**config.mk**
```make
export PLATFORM = sky130hd
export DESIGN_NAME = dram_interleave_seq
export DESIGN_NICKNAME = d
export VERILOG_FILES = /design/src/rtl/dram_seq_pkg.sv /design/src/rtl/dram_seq_timer.sv /design/src/rtl/dram_seq_refresh.sv /design/src/rtl/dram_seq_strobe.sv /design/src/rtl/dram_interleave_seq.sv
export SDC_FILE = /design/constraint.sdc
export NUM_CORES = 1
export LEC_CHECK = 0
export BUFFER_PORTS_ARGS = -buffer_cell sky130_fd_sc_hd__buf_2
export CAP_MARGIN = 40
export CELL_PAD_IN_SITES_DETAIL_PLACEMENT = 1
export CELL_PAD_IN_SITES_GLOBAL_PLACEMENT = 2
export CORE_MARGIN = 2
export CORE_UTILIZATION = 27
export CTS_CLUSTER_DIAMETER = 50
export DETAILED_ROUTE_END_ITERATION = 8
export HOLD_SLACK_MARGIN = 0.1
export PLACE_DENSITY = 0.82
export SLEW_MARGIN = 20
export SYNTH_ARGS = -nofsm -noshare
export SYNTH_HDL_FRONTEND = slang
export SYNTH_HIERARCHICAL = 1
export SYNTH_SLANG_ARGS = --single-unit
export TNS_END_PERCENT = 50
```
**constraint.sdc**
```tcl
create_clock -name clk -period 1.85 [get_ports clk]
set_clock_uncertainty 0.15 [all_clocks]
set_input_delay 0.37 -clock clk [delete_from_list [all_inputs] [get_ports clk]]
set_output_delay 0.37 -clock clk [all_outputs]
set_load 0.02 [all_outputs]
```
**src/rtl/dram_seq_pkg.sv**
```systemverilog
package dram_seq_pkg;

    localparam int CPU_AW = 16;
    localparam int MA_W   = 8;
    localparam int BANKS  = 4;
    localparam int BANK_W = $clog2(BANKS);

    typedef enum logic {
        HALF_REFRESH = 1'b0,
        HALF_CPU     = 1'b1
    } half_e;

    typedef struct packed {
        logic             phi2;
        logic             ras_n;
        logic             mux_n;
        logic [BANKS-1:0] cas_n;
        logic             we_n;
        logic             dq_to_cpu;
        logic [MA_W-1:0]  ma;
    } dram_pins_t;

    localparam dram_pins_t PINS_IDLE = '{
        phi2: 1'b0, ras_n: 1'b1, mux_n: 1'b1, cas_n: {BANKS{1'b1}},
        we_n: 1'b1, dq_to_cpu: 1'b0, ma: {MA_W{1'b0}}
    };

    // Row lines: MA7 = A15, MA6..MA1 = A13..A8, MA0 = A14
    function automatic logic [MA_W-1:0] row_of(input logic [CPU_AW-1:0] a);
        return {a[15], a[13:8], a[14]};
    endfunction

    function automatic logic [MA_W-1:0] col_of(input logic [CPU_AW-1:0] a);
        return a[7:0];
    endfunction

    function automatic logic [BANK_W-1:0] bank_of(input logic [CPU_AW-1:0] a);
        return a[CPU_AW-1 -: BANK_W];
    endfunction

endpackage

```
**src/rtl/dram_seq_timer.sv**
```systemverilog
module dram_seq_timer
    import dram_seq_pkg::*;
#(
    parameter int HALF_TICKS = 20,
    localparam int PW = $clog2(HALF_TICKS)
) (
    input  logic          clk,
    input  logic          rst,
    output half_e         half,
    output logic [PW-1:0] pos,
    output logic          half_end
);
    localparam logic [PW-1:0] LAST = PW'(HALF_TICKS - 1);

    assign half_end = (pos == LAST);

    always_ff @(posedge clk) begin
        if (rst) begin
            pos  <= '0;
            half <= HALF_REFRESH;
        end else if (half_end) begin
            pos  <= '0;
            half <= (half == HALF_REFRESH) ? HALF_CPU : HALF_REFRESH;
        end else begin
            pos <= pos + 1'b1;
        end
    end

    p_half_flip_r1: assert property (@(posedge clk) disable iff (rst)
        half_end |=> (pos == '0) && (half != $past(half)));

    p_pos_range_r1: assert property (@(posedge clk) disable iff (rst)
        pos <= LAST);

endmodule

```
**src/rtl/dram_seq_refresh.sv**
```systemverilog
module dram_seq_refresh #(
    parameter int ROW_W = 8
) (
    input  logic             clk,
    input  logic             rst,
    input  logic             adv,
    output logic [ROW_W-1:0] row
);
    always_ff @(posedge clk) begin
        if (rst)      row <= '0;
        else if (adv) row <= row + 1'b1;
    end

    p_row_step_r7: assert property (@(posedge clk) disable iff (rst)
        adv |=> row == ROW_W'($past(row) + 1'b1));

    p_row_hold_r7: assert property (@(posedge clk) disable iff (rst)
        !adv |=> $stable(row));

endmodule

```
**src/rtl/dram_seq_strobe.sv**
```systemverilog
module dram_seq_strobe
    import dram_seq_pkg::*;
#(
    parameter int HALF_TICKS    = 20,
    parameter int RAS_HOLD      = 8,
    parameter int MUX_LAG       = 1,
    parameter int CAS_LAG       = 1,
    parameter int CAS_MIN_TICKS = 10,
    localparam int PW = $clog2(HALF_TICKS),
    localparam int LW = $clog2(HALF_TICKS + 1)
) (
    input  logic              clk,
    input  logic              rst,
    input  half_e             half,
    input  logic [PW-1:0]     pos,
    input  logic [MA_W-1:0]   ref_row,
    input  logic [CPU_AW-1:0] cpu_addr,
    input  logic              cpu_rd,
    output dram_pins_t        pins
);
    localparam logic [PW-1:0] RAS_AT = PW'(RAS_HOLD);
    localparam logic [PW-1:0] COL_AT = PW'(RAS_HOLD + MUX_LAG);
    localparam logic [PW-1:0] CAS_AT = PW'(RAS_HOLD + MUX_LAG + CAS_LAG);

    logic             ras_act, col_phase, cas_act;
    logic [BANKS-1:0] cas_sel;
    dram_pins_t       nxt;

    assign ras_act   = (pos >= RAS_AT);
    assign col_phase = (pos >= COL_AT);
    assign cas_act   = (half == HALF_CPU) && (pos >= CAS_AT);

    for (genvar g = 0; g < BANKS; g++) begin : g_bank
        assign cas_sel[g] = cas_act && (bank_of(cpu_addr) == BANK_W'(g));
    end

    always_comb begin
        nxt           = PINS_IDLE;
        nxt.phi2      = (half == HALF_CPU);
        nxt.ras_n     = !ras_act;
        nxt.mux_n     = !col_phase;
        nxt.cas_n     = ~cas_sel;
        nxt.we_n      = !(cas_act && !cpu_rd);
        nxt.dq_to_cpu = cas_act && cpu_rd;
        if (half == HALF_REFRESH) nxt.ma = ref_row;
        else if (col_phase)       nxt.ma = col_of(cpu_addr);
        else                      nxt.ma = row_of(cpu_addr);
    end

    always_ff @(posedge clk) begin
        if (rst) pins <= PINS_IDLE;
        else     pins <= nxt;
    end

    // Length of the column window in the current CPU half
    logic [LW-1:0] cas_len;
    always_ff @(posedge clk) begin
        if (rst || !pins.phi2)  cas_len <= '0;
        else if (!(&pins.cas_n)) cas_len <= cas_len + 1'b1;
    end

    initial begin
        a_window_fits_r6: assert (HALF_TICKS - (RAS_HOLD + MUX_LAG + CAS_LAG) >= CAS_MIN_TICKS);
    end

    p_cas_window_r6: assert property (@(posedge clk) disable iff (rst)
        $fell(pins.phi2) |-> cas_len >= LW'(CAS_MIN_TICKS));

    p_cas_cpu_half_r4: assert property (@(posedge clk) disable iff (rst)
        !(&pins.cas_n) |-> pins.phi2 && !pins.mux_n);

    p_cas_single_r5: assert property (@(posedge clk) disable iff (rst)
        $onehot0(~pins.cas_n));

    p_mux_inside_ras_r3: assert property (@(posedge clk) disable iff (rst)
        !pins.mux_n |-> !pins.ras_n);

    p_we_gated_r9: assert property (@(posedge clk) disable iff (rst)
        !pins.we_n |-> !(&pins.cas_n));

    p_dir_gated_r10: assert property (@(posedge clk) disable iff (rst)
        pins.dq_to_cpu |-> !(&pins.cas_n) && pins.we_n);

endmodule

```
**src/rtl/dram_interleave_seq.sv**
```systemverilog
module dram_interleave_seq
    import dram_seq_pkg::*;
#(
    parameter int HALF_TICKS    = 20,
    parameter int RAS_HOLD      = 8,
    parameter int MUX_LAG       = 1,
    parameter int CAS_LAG       = 1,
    parameter int CAS_MIN_TICKS = 10
) (
    input  logic              clk,
    input  logic              rst,
    input  logic [CPU_AW-1:0] cpu_addr,
    input  logic              cpu_rd,
    output logic              phi2,
    output logic              ras_n,
    output logic              mux_n,
    output logic [BANKS-1:0]  cas_n,
    output logic              we_n,
    output logic              dq_to_cpu,
    output logic [MA_W-1:0]   ma
);
    localparam int PW = $clog2(HALF_TICKS);

    half_e           half;
    logic [PW-1:0]   pos;
    logic            half_end;
    logic [MA_W-1:0] ref_row;
    dram_pins_t      pins;

    dram_seq_timer #(.HALF_TICKS(HALF_TICKS)) u_timer (
        .clk(clk), .rst(rst), .half(half), .pos(pos), .half_end(half_end)
    );

    dram_seq_refresh #(.ROW_W(MA_W)) u_refresh (
        .clk(clk), .rst(rst),
        .adv(half_end && (half == HALF_REFRESH)),
        .row(ref_row)
    );

    dram_seq_strobe #(
        .HALF_TICKS(HALF_TICKS), .RAS_HOLD(RAS_HOLD), .MUX_LAG(MUX_LAG),
        .CAS_LAG(CAS_LAG), .CAS_MIN_TICKS(CAS_MIN_TICKS)
    ) u_strobe (
        .clk(clk), .rst(rst), .half(half), .pos(pos), .ref_row(ref_row),
        .cpu_addr(cpu_addr), .cpu_rd(cpu_rd), .pins(pins)
    );

    assign phi2      = pins.phi2;
    assign ras_n     = pins.ras_n;
    assign mux_n     = pins.mux_n;
    assign cas_n     = pins.cas_n;
    assign we_n      = pins.we_n;
    assign dq_to_cpu = pins.dq_to_cpu;
    assign ma        = pins.ma;

    p_reset_idle_r11: assert property (@(posedge clk)
        rst |=> ras_n && mux_n && (&cas_n) && we_n && !dq_to_cpu && !phi2);

endmodule

```
==> run_results.csv, run 1 <==
group,metric,value,unit
global_routing,grt_pass1_vias,1113,
critical_path,crit_chain,"ha_4 > and4bb_4 > nor2b_4 > nand4_4 > or3_4 > a21oi_2",
timing,hold_viol,0,
min_path,hold_class,"in2reg",
yosys,syn_area_per_cell,9.89,sq um
yosys,yosysUniqueCellTypes,37,
cts,cts.sinks,31,
routing,drt_iter0_drc,37,
yosys,syn_nets,151,
floorplan,fp.dieH,73.0,um
finish,final_cell_mix,"35 x buf_2, 29 x dfxtp_1, 15 x nor2_1",
routing,ant_nets,0,
yosys,synth-seq-area-share,48.2,%
finish,nets,199,
floorplan,dieWidth,73.0,um
global_routing,track_usage,13.4,%
yosys,synth_edf_count,0,
timing,worst_pin_slew,0.441,ns
global_routing,antenna_found_initial,0,
cts,cts.clk_slew.worst_paths,0.07,ns
global_routing,grt_max_degree,24,
yosys,synth_top_area_share,48.2,%
timing,setup_viol,0,
cts,h-tree-depth,2,
global_routing,overflow,0,
floorplan,initial_utilization,27.6,%
critical_path,worstSetupPathType,"reg2reg",
timing,slew_headroom,70.6,%
critical_path,critPathMaxFanout,4,
routing,vias_per_cell,5.06,
placed_design,finalWeightedCongestion,0.694,
power,power_density,724,nW/um^2
placed_design,post-dp-hpwl,2550,um
power,total_power,0.00123,W
timing,rsz0062_at_grt,"false",
run_status,status,"completed",
power,peakVddDrop,190,uV
cts,clk_latency,0.28,ns
timing,slew_violations,0,
yosys,syn_area,1290,sq um
cts,cts_buffers,5,
routing,drt_wl_total,3440,um
cts,cts_tree,"built",
timing,max_freq,569,MHz
finish,syn2layout_area_growth,32.0,%
routing,num_vias,1169,
yosys,synth_flop_cell,"dfxtp_1",
yosys,synth_warnings,6,
finish,n_antenna_cell,0,
cts,cts-root-buf,"clkbuf_8",
critical_path,crit_required,1.92,ns
finish,drive_above_1_share,36.2,%
yosys,synthArstFlopShare,0,%
critical_path,cp-start-kind,"flip-flop",
finish,final_common_cell,"buf_2",
routing,drc_errors,0,
cts,cts.hold.buffers_added,0,
timing,finalSetupTns,0,ns
global_routing,grt_first_pass_wirelength,5480,um
timing,period_minus_slack,1.76,ns
yosys,synth-seq-cells,31,
critical_path,cpLargestDelayFamily,"simple AND/OR/NAND/NOR gates",
placed_design,io_buffers,35,
floorplan,core,4660,sq um
routing,drtPass1Iterations,4,
critical_path,reg2reg_slack,0.09,ns
floorplan,rows,25,
critical_path,cp_data_arrival_time,1.83,ns
routing,wire_per_inst,14.9,um
yosys,synth_area_leaders,"dfxtp_1 48%, nand3b_1 6.4%, a311oi_1 5.4%, o21ai_0 4.7%, nor2_1 4.4%",
critical_path,cpMaxStageDelayCell,"or3_4",
power,leakagePower,0.651,nW
critical_path,crit_path_end_kind,"flip-flop",
run,cap_violations,0,
cts,cts_buffer_depth,2,
finish,fillCellCount,559,
timing,period_share,95.1,%
yosys,synth_top_area_cell,"dfxtp_1",
floorplan,dieArea,5330,sq um
critical_path,critPathMaxStageDelay,0.39,ns
floorplan,io-pin-count,36,
yosys,syn_inst,130,
critical_path,cp.buffers_inverters,0,
==> final timing paths <==
check,startpoint,endpoint,depth (start not counted)
max,u_timer/pos[0],u_refresh/row[7],6
min,cpu_rd,u_strobe/pins[9],2
max reg2reg,u_timer/pos[0],u_refresh/row[7],6
min reg2reg,u_refresh/row[6],u_refresh/row[6],2
==> through the flow <==
step                      worst slack (ns)  hold slack (ns)  instance area [sq um]  instances  util, %
after global placement               0.114            0.334                   1580        222     34.0
final                               0.0916            0.149                   1700        231     36.4
after global routing                0.0215            0.169                   1700        231     36.4
after floorplan                     0.0104            0.286                   1310        130        -
after detailed placement            0.0366            0.365                   1580        222     34.0
after CTS                          0.00705            0.151                   1660        228     35.5
==> per-layer routing <==
layer	track usage, %	vias up	share of wire, %
li1	-	570	-
met1	16.6	564	45
met2	21.9	30	50
met3	3.73	5	4.1
met4	5.56	0	1.6
met5	0	-	0
==> synth_stat cells, types with 3 or more instances <==
library cell / count
nand3_1: 4
nand2_1: 3
o21ai_0: 12
or3_1: 3
xor2_1: 3
dfxtp_1: 31
a311oi_1: 8
xnor2_1: 3
nand3b_1: 11
nor2_1: 15
a21oi_1: 4
==> cell families after synthesis <==
| family | after synthesis | synth area share [%] |
|---|---|---|
| simple gates | 51 | 24.9 |
| compound gates | 31 | 17.0 |
| flops | 31 | 48.2 |
| buf+inv | 8 | 3.02 |
| xor+xnor | 6 | 4.09 |
| fa+ha+maj | 2 | 1.95 |
| mux | 1 | 0.778 |
==> layout make-up <==
type                            instances  area [sq um]  area share, %
Clock buffer                            6          72.6           4.27
Timing Repair Buffer                   47           265           15.6
Inverter                                2          7.51          0.442
Multi-Input combinational cell         91           657           38.7
Sequential cell                        31           628           37.0
Tap cell                               54          67.6           3.98
==> timing repair <==
action | CTS | global route
resized for setup | 0 | 3
buffers inserted | 0 | 3
setup endpoints to repair | 0 | 2
==> registers in the layout (all words and copies together), names as in the netlist <==
name	count
u_refresh/row	8
u_strobe/pins	17
u_timer/pos	5
u_timer/half	1
==> where the power goes <==
group / leakage (nW) / switching (W) / internal [W]
logic: 0.362 / 0.0000384 / 0.0000365
clock network: 0.0371 / 0.000226 / 0.000250
registers: 0.252 / 0.00000504 / 0.000674
total: 0.651 / 0.000270 / 0.000960
(Power assumes the default switching activity.)
==> inputs of run 2 (changes only) <==
--- a/config.mk
+++ b/config.mk
@@ -13,6 +13,7 @@
 export CORE_UTILIZATION = 27
 export CTS_CLUSTER_DIAMETER = 50
 export DETAILED_ROUTE_END_ITERATION = 8
+export GPL_TIMING_DRIVEN = 0
 export HOLD_SLACK_MARGIN = 0.1
 export PLACE_DENSITY = 0.82
 export SLEW_MARGIN = 20
==> run 2 against run 1 <==
  * Final cell count unchanged
  * Non-clock buffer count down 2
  * Largest cell class unchanged
  * Via count down 3.2%
  * Hold slack worse by 0.012 ns
  * Wire length down 1.0%
  * Utilization down 0.13 points
==> run_results.csv, run 2 (same netlist as run 1, synthesis figures left out) <==
group,metric,value,unit
timing,worst_pin_slew,0.434,ns
cts,cts_tree,"built",
cts,clk_latency,0.28,ns
placed_design,post-dp-hpwl,2450,um
timing,slew_headroom,71.1,%
critical_path,cpLargestDelayFamily,"simple AND/OR/NAND/NOR gates",
critical_path,critPathMaxStageDelay,0.36,ns
cts,cts.sinks,31,
floorplan,io-pin-count,36,
finish,post-route-util,36.3,%
timing,slew_violations,0,
floorplan,rows,25,
routing,num_vias,1132,
timing,period_minus_slack,1.79,ns
finish,fillCellCount,559,
floorplan,core,4660,sq um
global_routing,overflow,0,
floorplan,fp.dieH,73.0,um
finish,n_antenna_cell,0,
critical_path,worstSetupPathType,"reg2reg",
timing,max_freq,558,MHz
min_path,hold_class,"in2reg",
power,peakVddDrop,239,uV
cts,cts-root-buf,"clkbuf_8",
critical_path,cpMaxStageDelayCell,"dfxtp_4",
routing,wire_per_inst,14.7,um
power,power_density,736,nW/um^2
finish,drive_above_1_share,36.2,%
finish,top_register,"u_strobe/pins",
global_routing,grt_first_pass_wirelength,5350,um
critical_path,cp.buffers_inverters,1,
routing,drc_errors,0,
finish,largest_reg_flops,17,
cts,cts.hold.buffers_added,0,
placed_design,dp.cells,219,
finish,final_cell_mix,"36 x buf_2, 26 x dfxtp_1, 15 x nor2_1",
cts,cts_buffer_depth,2,
placed_design,finalWeightedCongestion,0.764,
finish,nets,197,
critical_path,crit_required,1.91,ns
finish,finalNonFillerCells,231,
critical_path,crit_path_end_kind,"flip-flop",
timing,hold_viol,0,
routing,drt_iter0_drc,32,
run,cap_violations,0,
finish,final_common_cell,"buf_2",
critical_path,cp-start-kind,"flip-flop",
power,total_power,0.00125,W
finish,multi_input_area,661,sq um
critical_path,critPathMaxFanout,5,
floorplan,dieArea,5330,sq um
floorplan,initial_utilization,27.6,%
routing,drt_wl_total,3410,um
cts,cts_buffers,5,
routing,drtPass1Iterations,4,
timing,period_share,96.8,%
timing,rsz0062_at_grt,"false",
critical_path,cp_data_arrival_time,1.85,ns
critical_path,crit_chain,"ha_4 > and4bb_4 > nor2b_4 > buf_6 > nand4_4 > or3_4 > a21oi_2",
finish,ff_latch_area,634,sq um
finish,largestRegisters,"u_strobe/pins: 17 flops, u_refresh/row: 8 flops, u_timer/pos: 5 flops",
floorplan,dieWidth,73.0,um
power,leakagePower,0.637,nW
finish,post-route-cell-area,1690,sq um
routing,ant_nets,0,
cts,h-tree-depth,2,
global_routing,track_usage,13.4,%
routing,vias_per_cell,4.90,
global_routing,antenna_found_initial,0,
finish,syn2layout_area_growth,31.5,%
timing,setup_viol,0,
cts,cts.clk_slew.worst_paths,0.07,ns
placed_design,placed_area,1550,sq um
placed_design,io_buffers,35,
global_routing,grt_pass1_vias,1142,
global_routing,grt_max_degree,16,
run_status,status,"completed",
timing,finalSetupTns,0,ns
==> run 2: power by group <==
part / internal (W) / total (W) / switching (W)
clock: 0.000263 / 0.000493 / 0.000230
combinational: 0.0000354 / 0.0000710 / 0.0000356
sequential: 0.000672 / 0.000681 / 0.00000890
==> run 2: what timing repair did <==
item,CTS,global route
buffers inserted,4,0
resized for setup,5,4
setup endpoints to repair,3,3
pin swaps,0,3
==> run 2: worst paths after layout <==
path / start / endpoint / slack (ns) / depth (start not counted)
min reg2reg: u_refresh/row[6] / u_refresh/row[6] / 0.37 / 2
min: cpu_rd / u_strobe/pins[9] / 0.14 / 2
max reg2reg: u_timer/pos[0] / u_refresh/row[5] / 0.06 / 7
max: u_timer/pos[0] / u_refresh/row[5] / 0.06 / 7
==> run 2: area by class of cell <==
class	count	share of cell area, %
plain buffers	6	2.07
clock buffers	7	4.51
clock inverters	1	0.296
inverters	2	0.444
multi-input cells	91	39.1
flip-flops and latches	31	37.5
well taps	54	3.99
repair buffers	39	12.1
==> run 2: per-stage QoR <==
stage	worst slack, ns	hold slack (ns)
2_1_floorplan	0.0104	0.286
3_3_place_gp	-0.159	0.316
3_5_place_dp	-0.238	0.324
4_1_cts	0.00276	0.129
5_1_grt	0.00938	0.147
6_report	0.0587	0.137
==> run 2: metal layers <==
metal | track usage, % | wire [um]
met2 | 22.7 | 1760
met3 | 4.28 | 150
met5 | 0 | 0
met1 | 15.1 | 1470
met4 | 6.17 | 28
==> inputs of run 3 (changes only) <==
--- a/config.mk
+++ b/config.mk
@@ -5,17 +5,18 @@
 export SDC_FILE = /design/constraint.sdc
 export NUM_CORES = 1
 export LEC_CHECK = 0
+export ABC_AREA = 1
 export BUFFER_PORTS_ARGS = -buffer_cell sky130_fd_sc_hd__buf_2
 export CAP_MARGIN = 40
 export CELL_PAD_IN_SITES_DETAIL_PLACEMENT = 1
 export CELL_PAD_IN_SITES_GLOBAL_PLACEMENT = 2
 export CORE_MARGIN = 2
-export CORE_UTILIZATION = 27
+export CORE_UTILIZATION = 26
 export CTS_CLUSTER_DIAMETER = 50
 export DETAILED_ROUTE_END_ITERATION = 8
 export GPL_TIMING_DRIVEN = 0
 export HOLD_SLACK_MARGIN = 0.1
-export PLACE_DENSITY = 0.82
+export PLACE_DENSITY = 0.84
 export SLEW_MARGIN = 20
 export SYNTH_ARGS = -nofsm -noshare
 export SYNTH_HDL_FRONTEND = slang
==> run 3 against run 2 <==
  * Power up 4.5%
  * Final cell count increased by 32%
  * Setup slack better by 0.11 ns
  * Wire length is 0.76% higher
  * Sequential cell count is the same
  * Synthesized cell count rose by 45%
  * Combinational power increased by 61%
  * Global-route usage down 1.2 points
  * Cell area is 7.4% higher
  * First-iteration DRC count increased by 6.3%
  * Register-to-register slack improved by 0.11 ns
  * Synthesized area up 10%
  * Largest power group unchanged
  * Highest routed layer unchanged
==> run_results.csv, run 3 <==
group,metric,value,unit
run_status,status,"completed",
critical_path,r2r_start,"u_timer/pos[1]",
cts,cts_buffer_depth,2,
finish,drive_above_1_share,33.2,%
run,cap_violations,0,
global_routing,grt_first_pass_wirelength,5800,um
cts,cts.clk_slew.worst_paths,0.06,ns
global_routing,grt_pass1_vias,1260,
yosys,synth_area_leaders,"dfxtp_1 44%, nor2_1 9.0%, nand2_1 6.9%, inv_1 6.6%, nand3_1 5.6%",
floorplan,io-pin-count,36,
yosys,synth-seq-area-share,43.8,%
finish,final_cell_mix,"36 x buf_2, 34 x nor2_1, 29 x dfxtp_1",
floorplan,dieWidth,77.8,um
min_path,hold_class,"in2reg",
finish,syn2layout_area_growth,28.2,%
routing,ant_nets,0,
yosys,synthArstFlopShare,0,%
yosys,synth_top_area_cell,"dfxtp_1",
timing,worst_pin_slew,0.417,ns
yosys,synth-seq-cells,31,
routing,wl_met2,1610,um
critical_path,r2r-end,"u_refresh/row[7]",
routing,drc_errors,0,
timing,slew_headroom,72.2,%
critical_path,reg2reg_slack,0.17,ns
floorplan,dieArea,6060,sq um
timing,finalSetupTns,0,ns
finish,largest_reg_flops,17,
min_path,min_to,"u_strobe/pins[9]",
cts,h-tree-depth,2,
placed_design,finalWeightedCongestion,0.694,
routing,wl_met3,185,um
placed_design,post-dp-hpwl,2580,um
min_path,whs_path_depth,3,
routing,drt_wl_total,3430,um
routing,m1WireLength,1560,um
floorplan,rows,26,
timing,max_freq,596,MHz
yosys,syn_inst,188,
critical_path,crit_required,1.88,ns
routing,wire_per_inst,11.2,um
cts,cts-root-buf,"clkbuf_8",
placed_design,io_buffers,35,
global_routing,track_usage,12.2,%
critical_path,cp_data_arrival_time,1.71,ns
critical_path,reg2reg_depth,10,
routing,drtPass1Iterations,4,
routing,num_vias,1321,
finish,fillCellCount,660,
power,power_density,717,nW/um^2
yosys,synth_edf_count,0,
yosys,syn_area,1420,sq um
routing,drt_iter0_drc,34,
floorplan,core,5170,sq um
global_routing,grt_max_degree,12,
finish,post-route-cell-area,1820,sq um
cts,clk_latency,0.28,ns
floorplan,initial_utilization,27.4,%
timing,period_share,90.7,%
yosys,syn_nets,209,
timing,setup_viol,0,
power,peakVddDrop,235,uV
critical_path,cp-start-kind,"flip-flop",
yosys,syn_area_per_cell,7.54,sq um
routing,vias_per_cell,4.33,
global_routing,overflow,0,
yosys,synth_most_common_cell,"nor2_1",
cts,cts_buffers,5,
finish,top_register,"u_strobe/pins",
placed_design,placed_area,1680,sq um
timing,period_minus_slack,1.68,ns
timing,hold-worst-slack,0.136,ns
yosys,synth_top_area_share,43.8,%
global_routing,antenna_found_initial,0,
floorplan,fp.dieH,77.8,um
yosys,synth_warnings,6,
critical_path,worstSetupPathType,"reg2reg",
finish,final_common_cell,"buf_2",
min_path,hold_start,"cpu_rd",
cts,cts_tree,"built",
cts,cts.sinks,31,
yosys,ys_top_cells_by_count,"34 x nor2_1, 31 x dfxtp_1, 26 x nand2_1",
power,leakagePower,0.796,nW
critical_path,critPathMaxFanout,6,
timing,slew_violations,0,
finish,nets,255,
timing,hold_viol,0,
yosys,synth_flop_cell,"dfxtp_1",
yosys,yosysUniqueCellTypes,22,
routing,highest_layer,"met4",
finish,largestRegisters,"u_strobe/pins: 17 flops, u_refresh/row: 8 flops, u_timer/pos: 5 flops",
critical_path,crit_path_end_kind,"flip-flop",
finish,n_antenna_cell,0,
finish,post-route-util,35.1,%
==> run 3: report_power, final <==
group | switching, W | total [W] | internal, W
sequential | 0.0000107 | 0.000684 | 0.000673
clock | 0.000240 | 0.000503 | 0.000263
combinational | 0.0000667 | 0.000114 | 0.0000478
==> run 3: worst max-delay path: stages (launching register included) <==
cell and delay [ns]:
dfxtp_4 0.38, ha_4 0.14, nand2_2 0.08, nor2_4 0.12
inv_1 0.07, nor2_4 0.16, nand2_2 0.08, nor2_4 0.18
nand4_1 0.10, nand2_1 0.07, nor2_1 0.04
==> run 3: per-layer routing <==
metal / up-vias / track usage (%)
met4: 0 / 5.89
met5: - / 0
met1: 597 / 15.0
met3: 5 / 3.84
li1: 690 / -
met2: 29 / 19.2
==> run 3: how the worst max path moves through the flow <==
stage	from	end	cells after the start
after floorplan	u_timer/pos[1]	u_refresh/row[6]	10
after global placement	u_timer/pos[0]	u_refresh/row[6]	10
after detailed placement	u_timer/pos[0]	u_refresh/row[6]	10
after CTS	u_timer/pos[1]	u_refresh/row[7]	11
after global routing	u_timer/pos[1]	u_refresh/row[7]	11
final	u_timer/pos[1]	u_refresh/row[7]	10
==> run 3: metrics by stage <==
step                      std cells  power, W  setup slack [ns]
after floorplan                 188  0.000764            0.0918
after global placement          293  0.000803           -0.0887
after detailed placement        293  0.000806            -0.115
after CTS                       301   0.00132           0.00382
after global routing            305   0.00137          -0.00415
final                           305   0.00130             0.171
==> run 3: repair_timing <==
action | in CTS | in global routing
hold buffers | 0 | 0
resized for setup | 3 | 4
pin swaps | 0 | 3
setup endpoints to repair | 5 | 5
buffers inserted | 0 | 4
==> run 3: kinds of logic after synthesis <==
logic type,count (synthesis),share of synthesized area [%]
buf+inv,32,9.62
fa+ha+maj,2,1.76
compound gates,26,11.6
simple gates,97,33.3
flops,31,43.8
==> run 3: area by class of cell <==
| class | instances | area [sq um] | area share [%] |
|---|---|---|---|
| Inverter | 29 | 109 | 5.99 |
| Tap cell | 70 | 87.6 | 4.82 |
| Clock inverter | 1 | 5.00 | 0.275 |
| Sequential cell | 31 | 628 | 34.6 |
| Multi-Input combinational cell | 125 | 678 | 37.3 |
| Clock buffer | 7 | 76.3 | 4.20 |
| Timing Repair Buffer | 39 | 205 | 11.3 |
| Buffer | 3 | 27.5 | 1.52 |
